`src/rtl/lrt_pkg.sv`:
```
package lrt_pkg;
  localparam int LRT_CW = 12;            // holds lengths up to 2048
  localparam int LRT_PW = LRT_CW - 1;    // pixel index width

  typedef enum logic [1:0] {
    PH_SYNC  = 2'd0,
    PH_BACK  = 2'd1,
    PH_ACT   = 2'd2,
    PH_FRONT = 2'd3
  } lrt_phase_e;

  typedef struct packed {
    logic [LRT_CW-1:0] hsw;
    logic [LRT_CW-1:0] hbp;
    logic [LRT_CW-1:0] hact;
    logic [LRT_CW-1:0] hfp;
    logic [LRT_CW-1:0] vsw;
    logic [LRT_CW-1:0] vbp;
    logic [LRT_CW-1:0] vact;
    logic [LRT_CW-1:0] vfp;
    logic              inv_v;
    logic              inv_h;
    logic              inv_pclk;
    logic              inv_de;
    logic              sync_fall;
  } lrt_timing_t;
endpackage

```
`src/rtl/lrt_cfg_decode.sv`:
```
module lrt_cfg_decode
  import lrt_pkg::*;
#(
  parameter int DW = 32
) (
  input  logic [DW-1:0] word0,
  input  logic [DW-1:0] word1,
  input  logic [DW-1:0] word2,
  output lrt_timing_t   tm
);
  localparam int UNITS_W = 8;  // 7-bit unit field plus carry
  localparam int UNIT_SH = 4;  // 16-pixel granularity

  logic [UNITS_W-1:0] h_units;

  always_comb begin
    h_units = UNITS_W'({word0[3], word0[9:4]}) + UNITS_W'(1);

    tm           = '0;
    tm.hact      = LRT_CW'({h_units, {UNIT_SH{1'b0}}});
    tm.hsw       = LRT_CW'({word2[30:27], word0[15:10]}) + LRT_CW'(1);
    tm.hfp       = LRT_CW'({word2[1:0], word0[23:16]}) + LRT_CW'(1);
    tm.hbp       = LRT_CW'({word2[5:4], word0[31:24]}) + LRT_CW'(1);
    tm.vact      = LRT_CW'({word2[26], word1[9:0]}) + LRT_CW'(1);
    tm.vsw       = LRT_CW'(word1[15:10]) + LRT_CW'(1);
    tm.vfp       = LRT_CW'(word1[23:16]);
    tm.vbp       = LRT_CW'(word1[31:24]);
    tm.inv_v     = word2[20];
    tm.inv_h     = word2[21];
    tm.inv_pclk  = word2[22];
    tm.inv_de    = word2[23];
    tm.sync_fall = word2[25] & word2[24];
  end
endmodule

```
`src/rtl/lrt_phase_seq.sv`:
```
module lrt_phase_seq
  import lrt_pkg::*;
#(
  parameter int W = 12
) (
  input  logic         clk,
  input  logic         rst_n,
  input  logic         clear,
  input  logic         step,
  input  logic [W-1:0] len_sync,
  input  logic [W-1:0] len_back,
  input  logic [W-1:0] len_act,
  input  logic [W-1:0] len_front,
  output lrt_phase_e   phase,
  output logic [W-1:0] cnt,
  output logic         at_end
);
  logic [W-1:0] cur_len;
  logic         last_cyc;
  lrt_phase_e   nxt_phase;

  always_comb begin
    unique case (phase)
      PH_SYNC:  cur_len = len_sync;
      PH_BACK:  cur_len = len_back;
      PH_ACT:   cur_len = len_act;
      default:  cur_len = len_front;
    endcase
  end

  assign last_cyc = (cnt == cur_len - W'(1));

  // zero-length porches are stepped over
  always_comb begin
    unique case (phase)
      PH_SYNC:  nxt_phase = (len_back  != '0) ? PH_BACK  : PH_ACT;
      PH_BACK:  nxt_phase = PH_ACT;
      PH_ACT:   nxt_phase = (len_front != '0) ? PH_FRONT : PH_SYNC;
      default:  nxt_phase = PH_SYNC;
    endcase
  end

  assign at_end = last_cyc &&
                  ((phase == PH_FRONT) || (phase == PH_ACT && len_front == '0));

  always_ff @(posedge clk or negedge rst_n) begin
    if (!rst_n) begin
      phase <= PH_SYNC;
      cnt   <= '0;
    end else if (clear) begin
      phase <= PH_SYNC;
      cnt   <= '0;
    end else if (step) begin
      if (last_cyc) begin
        phase <= nxt_phase;
        cnt   <= '0;
      end else begin
        cnt   <= cnt + W'(1);
      end
    end
  end
endmodule

```
`src/rtl/lrt_raster_top.sv`:
```
module lrt_raster_top
  import lrt_pkg::*;
#(
  parameter int AW = 2,
  parameter int DW = 32
) (
  input  logic              clk,
  input  logic              rst_n,
  input  logic              cfg_we,
  input  logic [AW-1:0]     cfg_addr,
  input  logic [DW-1:0]     cfg_wdata,
  output logic              hsync,
  output logic              vsync,
  output logic              de,
  output logic              pclk_inv,
  output logic              sync_fall,
  output logic [LRT_PW-1:0] pix_x,
  output logic [LRT_PW-1:0] pix_y
);
  localparam int NWORDS = 3;
  localparam logic [AW-1:0] A_CTRL = AW'(0);

  logic [DW-1:0] sh_word  [NWORDS];
  logic [DW-1:0] cur_word [NWORDS];
  logic          en_q;
  logic          frame_end;
  lrt_timing_t   tm;

  lrt_phase_e        h_ph, v_ph;
  logic [LRT_CW-1:0] h_cnt, v_cnt;
  logic              h_end, v_end;
  logic              hs_act, vs_act, de_act;

  // control word acts at once
  always_ff @(posedge clk or negedge rst_n) begin
    if (!rst_n)                             en_q <= 1'b0;
    else if (cfg_we && cfg_addr == A_CTRL)  en_q <= cfg_wdata[0];
  end

  assign frame_end = en_q && h_end && v_end;

  // shadow and working copies of each timing word
  for (genvar gi = 0; gi < NWORDS; gi++) begin : g_word
    always_ff @(posedge clk or negedge rst_n) begin
      if (!rst_n) begin
        sh_word[gi]  <= '0;
        cur_word[gi] <= '0;
      end else begin
        if (cfg_we && cfg_addr == AW'(gi + 1)) sh_word[gi] <= cfg_wdata;
        if (!en_q || frame_end)                cur_word[gi] <= sh_word[gi];
      end
    end
  end

  lrt_cfg_decode #(.DW(DW)) u_dec (
    .word0 (cur_word[0]),
    .word1 (cur_word[1]),
    .word2 (cur_word[2]),
    .tm    (tm)
  );

  lrt_phase_seq #(.W(LRT_CW)) u_hseq (
    .clk       (clk),
    .rst_n     (rst_n),
    .clear     (!en_q),
    .step      (en_q),
    .len_sync  (tm.hsw),
    .len_back  (tm.hbp),
    .len_act   (tm.hact),
    .len_front (tm.hfp),
    .phase     (h_ph),
    .cnt       (h_cnt),
    .at_end    (h_end)
  );

  lrt_phase_seq #(.W(LRT_CW)) u_vseq (
    .clk       (clk),
    .rst_n     (rst_n),
    .clear     (!en_q),
    .step      (en_q && h_end),
    .len_sync  (tm.vsw),
    .len_back  (tm.vbp),
    .len_act   (tm.vact),
    .len_front (tm.vfp),
    .phase     (v_ph),
    .cnt       (v_cnt),
    .at_end    (v_end)
  );

  assign hs_act = en_q && (h_ph == PH_SYNC);
  assign vs_act = en_q && (v_ph == PH_SYNC);
  assign de_act = en_q && (h_ph == PH_ACT) && (v_ph == PH_ACT);

  assign hsync     = hs_act ^ tm.inv_h;
  assign vsync     = vs_act ^ tm.inv_v;
  assign de        = de_act ^ tm.inv_de;
  assign pclk_inv  = tm.inv_pclk;
  assign sync_fall = tm.sync_fall;
  assign pix_x     = de_act ? h_cnt[LRT_PW-1:0] : '0;
  assign pix_y     = de_act ? v_cnt[LRT_PW-1:0] : '0;
endmodule

```
`config.mk`:
```
export PLATFORM = sky130hd
export DESIGN_NAME = lrt_raster_top
export DESIGN_NICKNAME = d
export VERILOG_FILES = /design/src/rtl/lrt_pkg.sv /design/src/rtl/lrt_cfg_decode.sv /design/src/rtl/lrt_phase_seq.sv /design/src/rtl/lrt_raster_top.sv
export SDC_FILE = /design/constraint.sdc
export NUM_CORES = 1
export LEC_CHECK = 0
export BUFFER_PORTS_ARGS = -buffer_cell sky130_fd_sc_hd__buf_2
export CORE_UTILIZATION = 45
export DETAILED_ROUTE_END_ITERATION = 10
export PLACE_DENSITY = 0.67
export SLEW_MARGIN = 10
export SYNTH_ARGS = -nofsm -noshare
export SYNTH_HDL_FRONTEND = slang
export SYNTH_HIERARCHICAL = 1
export SYNTH_SLANG_ARGS = --single-unit
```
`constraint.sdc`:
```
create_clock -name clk -period 4.95 [get_ports clk]
set_input_delay 0.495 -clock clk [delete_from_list [all_inputs] [get_ports clk]]
set_output_delay 0.495 -clock clk [all_outputs]
set_load 0.1 [all_outputs]
```
==> impl_metrics.py, run 1 <==
metrics = {
    "run_status": {
        "status": "finished, final reports clean",
    },
    "placed_design": {
        "place_area_sq_um": 10500,
        "place_congestion": 0.913,
        "dp_hpwl_mm": 16.6,
        "io_buffers": 63,
    },
    "route": {
        "routedWlPerCell_microns": 18.6,
        "first_iter_violations": 388,
        "viasPerCell": 5.52,
        "ant_nets": 0,
        "vias": 6583,
        "drc": 0,
        "routed_wl_mm": 22.2,
        "dr.pass1.iters": 5,
    },
    "layout": {
        "seq_area_sq_um": 4530,
        "area_growth_pct": 9.43,
        "post-route-cell-area_sq_um": 11100,
        "fillers": 1972,
        "multi_input_area_sq_um": 5040,
        "nNetsFinal": 947,
        "final_cell_mix": "dfrtp_1, mux2_2, buf_2",
        "mostFrequentLayoutCell": "dfrtp_1",
        "n_antenna_cell": 0,
        "layout-drive-gt1-share_pct": 28.7,
    },
    "sta": {
        "rsz0062_at_grt": "no",
        "finalMaxSlewViolations": 0,
        "tns_ns": 0,
        "slew_headroom_pct": 35.9,
        "fin_skew_ns": 0.0147,
        "worstMarginPinSlew_ns": 0.959,
        "layout_min_cycle_time_ns": 4.61,
        "report.final.setup_viol": 0,
        "final_hold_viol_count": 0,
        "max_freq_mhz": 217,
        "period_share_pct": 93.1,
    },
    "cts": {
        "clkTransAtPathRegs_ns": 0.08,
        "cts_buffers": 17,
        "worstSkewPairLatency_ns": 0.44,
        "clock_sinks": 181,
        "tritoncts": "built",
        "ctsHtreeMaxLevel": 4,
        "cts_buffer_depth": 2,
        "cts_resized": 0,
        "cts-root-buf": "clkbuf_16",
        "postCtsSetupBuffers": 0,
        "cts_hold_buffers": 0,
    },
    "grt": {
        "grt_usage_pct": 20.2,
        "grt_max_degree": 100,
        "antenna_found_initial": 0,
        "grt_pass1_vias": 6528,
        "grt_pass1_wl_mm": 36.2,
        "gr-total-overflow": 0,
    },
    "pwr": {
        "vdd_drop_max_mv": 0.305,
        "powerDensity_nw_per_um2": 445,
        "p_leak_nw": 4.69,
    },
    "worst_setup_path": {
        "crit_arrival_ns": 4.91,
        "crit_buf_inv": 2,
        "critPathSlowestCell": "o41ai_4",
        "rrSetupSlack_ns": 0.34,
        "cp.required_ns": 5.25,
        "path_delay_family": "simple AND/OR/NAND/NOR gates",
        "reg2reg_from": "cur_word[88]",
        "max_stage_delay_ns": 0.65,
        "crit_path_end_kind": "register",
        "crit_fanout": 10,
        "critical_path_class": "register to register",
        "r2r-end": "u_vseq/cnt[10]",
        "path_common_cell": "nor2_1",
        "r2r_cells": 14,
        "worstSetupStartpointType": "register",
        "crit_chain": "ha_1, nand3_1, xnor2_1, mux4_2, or3_1, or4b_1, a21oi_1, nor2_1, nor4b_1, buf_4, and2_1, inv_1, o41ai_4, nor2_1",
    },
    "yosys": {
        "syn_inst": 857,
        "syn_avg_cell_area_sq_um": 11.8,
        "synth.cell_area_sq_um": 10100,
        "ys_warn_count": 6,
    },
    "die": {
        "die_area_sq_um": 23100,
        "core_sq_um": 21900,
        "die_h_microns": 152,
        "fp.dieW_microns": 152,
        "start_util_pct": 46.1,
        "row_count": 54,
        "io_pins": 64,
    },
    "min_path": {
        "hold_class": "input port to asynchronous set/reset pin",
    },
    "job": {
        "drv_cap": 0,
    },
}
## cell type report
| type | count | share of cell area (%) |
|---|---|---|
| multi-input cells | 597 | 45.6 |
| clock buffers | 18 | 3.88 |
| well taps | 280 | 3.17 |
| flip-flops and latches | 181 | 41.0 |
| inverters | 25 | 0.849 |
| clock inverters | 14 | 1.58 |
| repair buffers | 78 | 3.93 |
## flip-flops by register name (all words and copies together), names as in the netlist
register,flops
cur_word,76
sh_word,76
u_hseq/cnt,12
u_vseq/cnt,12
u_hseq/phase,2
u_vseq/phase,2
en_q,1
## routing by layer
| metal | up-vias | wire length, microns | global-route usage (%) |
|---|---|---|---|
| met1 | 3276 | 11000 | 29.9 |
| met5 | - | 0 | 0 |
| li1 | 3119 | - | - |
| met4 | 0 | 459 | 6.76 |
| met2 | 166 | 9670 | 29.5 |
| met3 | 22 | 1080 | 3.99 |
## through the flow
stage | power, mW | utilization, % | std cells | hold slack (ns) | worst slack [ns]
5_1_grt | 5.17 | 50.5 | 1193 | 0.203 | 0.0852
4_1_cts | 4.94 | 50.5 | 1193 | 0.176 | 0.349
6_report | 4.91 | 50.5 | 1193 | 0.121 | 0.342
3_3_place_gp | 3.53 | 47.7 | 1161 | 0.459 | 0.451
3_5_place_dp | 3.56 | 47.7 | 1161 | 0.469 | 0.392
2_1_floorplan | 3.21 | - | 876 | 0.199 | 0.580
## how the worst max path moves through the flow
stage,to,slack [ns],depth (start not counted),start
floorplan,u_vseq/cnt[6],0.58,16,cur_word[82]
detailed placement,u_vseq/cnt[5],0.39,14,cur_word[88]
global route,u_vseq/cnt[5],0.09,16,cur_word[88]
global placement,cur_word[22],0.45,10,u_vseq/phase[1]
CTS,u_vseq/cnt[10],0.35,14,cur_word[88]
finish,u_vseq/cnt[10],0.34,14,cur_word[88]
## worst register-to-register path: stages, from the launching register on
cell     delay [ns]
dfrtp_1        0.48
ha_1           0.29
nand3_1        0.12
xnor2_1        0.17
mux4_2         0.54
or3_1          0.46
or4b_1         0.55
a21oi_1        0.16
nor2_1         0.12
nor4b_1        0.34
buf_4          0.21
and2_1         0.15
inv_1          0.10
o41ai_4        0.65
nor2_1         0.12
## power breakdown
part           internal [mW]  switching [mW]
combinational          0.642           0.767
sequential              1.80           0.344
clock                  0.690           0.672
total                   3.13            1.78
No activity file was read; power rests on OpenSTA's default activity.
==> run 2: changes to the inputs <==
MAX_ROUTING_LAYER = met4   (was unset)
PLACE_DENSITY = unset   (was 0.67)
==> impl_metrics.py, run 2 (synthesis gave the netlist of run 1 again) <==
metrics = {
    "run_status": {
        "status": "finished, final reports clean",
    },
    "job": {
        "drv_cap": 0,
    },
    "cts": {
        "worstSkewPairLatency_ns": 0.43,
        "clkTransAtPathRegs_ns": 0.07,
        "cts_buffers": 17,
        "cts-root-buf": "clkbuf_16",
        "postCtsSetupBuffers": 0,
        "cts_buffer_depth": 2,
        "tritoncts": "built",
        "cts_hold_buffers": 0,
        "clock_sinks": 181,
        "ctsHtreeMaxLevel": 4,
    },
    "route": {
        "viasPerCell": 5.53,
        "dr.pass1.iters": 4,
        "routed_wl_mm": 22.4,
        "routedWlPerCell_microns": 18.8,
        "vias": 6570,
        "first_iter_violations": 392,
        "ant_nets": 0,
        "drc": 0,
    },
    "die": {
        "core_sq_um": 21900,
        "start_util_pct": 46.1,
        "die_h_microns": 152,
        "die_area_sq_um": 23100,
        "fp.dieW_microns": 152,
        "io_pins": 64,
        "row_count": 54,
    },
    "pwr": {
        "powerDensity_nw_per_um2": 442,
        "p_leak_nw": 4.67,
        "vdd_drop_max_mv": 0.237,
    },
    "worst_setup_path": {
        "reg2reg_from": "cur_word[82]",
        "crit_arrival_ns": 4.92,
        "cp.required_ns": 5.30,
        "critPathSlowestCell": "mux4_2",
        "r2r_cells": 16,
        "rrSetupSlack_ns": 0.38,
        "crit_path_end_kind": "register",
        "critical_path_class": "register to register",
        "crit_chain": "and3_1, nand3_1, xnor2_1, mux4_2, or3_1, or4b_1, a21oi_1, nor2_1, nor4b_1, buf_4, and2_1, inv_1, a21oi_1, nand2_1, or2_2, a21oi_1",
        "path_delay_family": "simple AND/OR/NAND/NOR gates",
        "worstSetupStartpointType": "register",
        "max_stage_delay_ns": 0.55,
        "path_common_cell": "a21oi_1",
        "critical_path_depth": 16,
        "crit_fanout": 8,
        "r2r-end": "u_vseq/cnt[6]",
        "crit_buf_inv": 2,
    },
    "sta": {
        "report.final.setup_viol": 0,
        "tns_ns": 0,
        "fin_skew_ns": 0.0108,
        "slew_headroom_pct": 34.7,
        "final_hold_viol_count": 0,
        "period_share_pct": 92.3,
        "worstMarginPinSlew_ns": 0.976,
        "layout_min_cycle_time_ns": 4.57,
        "finalMaxSlewViolations": 0,
        "rsz0062_at_grt": "no",
        "max_freq_mhz": 219,
    },
    "layout": {
        "nNetsFinal": 943,
        "final_cells": 1189,
        "mostFrequentLayoutCell": "dfrtp_1",
        "n_antenna_cell": 0,
        "final_cell_mix": "dfrtp_1, mux2_2, buf_2",
        "top_regs": "cur_word: 76 flops, sh_word: 76 flops",
        "layout-drive-gt1-share_pct": 28.6,
        "area_growth_pct": 9.30,
    },
    "grt": {
        "grt_max_degree": 117,
        "grt_pass1_vias": 6504,
        "grt_usage_pct": 21.0,
        "gr-total-overflow": 0,
        "antenna_found_initial": 0,
        "grt_pass1_wl_mm": 36.6,
    },
    "min_path": {
        "hold_class": "input port to asynchronous set/reset pin",
    },
    "placed_design": {
        "dp_hpwl_mm": 16.4,
        "place_congestion": 0.889,
        "dp_cells": 1157,
        "io_buffers": 63,
    },
}
-- run 2: through the flow --
stage | cell area (sq um) | util, % | power (mW) | setup slack, ns | hold slack (ns)
after CTS | 11000 | 50.4 | 4.92 | 0.396 | 0.236
after global placement | 10400 | 47.7 | 3.54 | 0.467 | 0.462
final | 11000 | 50.4 | 4.88 | 0.383 | 0.198
after floorplan | 10200 | - | 3.21 | 0.580 | 0.199
after global routing | 11000 | 50.4 | 5.16 | 0.0345 | 0.262
after detailed placement | 10400 | 47.7 | 3.55 | 0.408 | 0.467
-- run 2: power by group --
group | total (mW) | switching [mW] | internal (mW)
Sequential | 2.14 | 0.342 | 1.80
Combinational | 1.39 | 0.760 | 0.635
Clock | 1.34 | 0.651 | 0.693
-- run 2: worst reg2reg max path: stages (launching register included) --
cell and delay (ns):
dfrtp_1 0.43, and3_1 0.28, nand3_1 0.12, xnor2_1 0.17, mux4_2 0.55, or3_1 0.50, or4b_1 0.55, a21oi_1 0.15
nor2_1 0.12, nor4b_1 0.31, buf_4 0.19, and2_1 0.15, inv_1 0.10, a21oi_1 0.34, nand2_1 0.11, or2_2 0.28
a21oi_1 0.13
-- run 2: how the worst max path moves through the flow --
stage	startpoint	end	slack, ns
after global placement	cur_word[82]	u_vseq/cnt[11]	0.47
after CTS	cur_word[82]	u_vseq/cnt[6]	0.40
after global routing	cur_word[82]	u_vseq/cnt[3]	0.03
final	cur_word[82]	u_vseq/cnt[6]	0.38
after detailed placement	cur_word[88]	u_vseq/cnt[11]	0.41
after floorplan	cur_word[82]	u_vseq/cnt[6]	0.58
-- run 2: area by class of cell --
type | instances | area (sq um)
clock buffers | 18 | 439
well taps | 280 | 350
fillers | 1953 | 10800
inverters | 25 | 93.8
repair buffers | 74 | 419
multi-input cells | 597 | 5040
flip-flops and latches | 181 | 4530
clock inverters | 14 | 166
-- run 2: layer usage --
layer	track usage (%)	routed length [microns]
met3	3.28	751
met1	30.9	11500
met5	-	0
met4	4.90	207
met2	30.3	9890
-- run 2: what timing repair did --
action	4_1_cts	5_1_grt
endpoints found under the hold margin	0	0
resized for setup	0	1
setup endpoints to repair	0	6
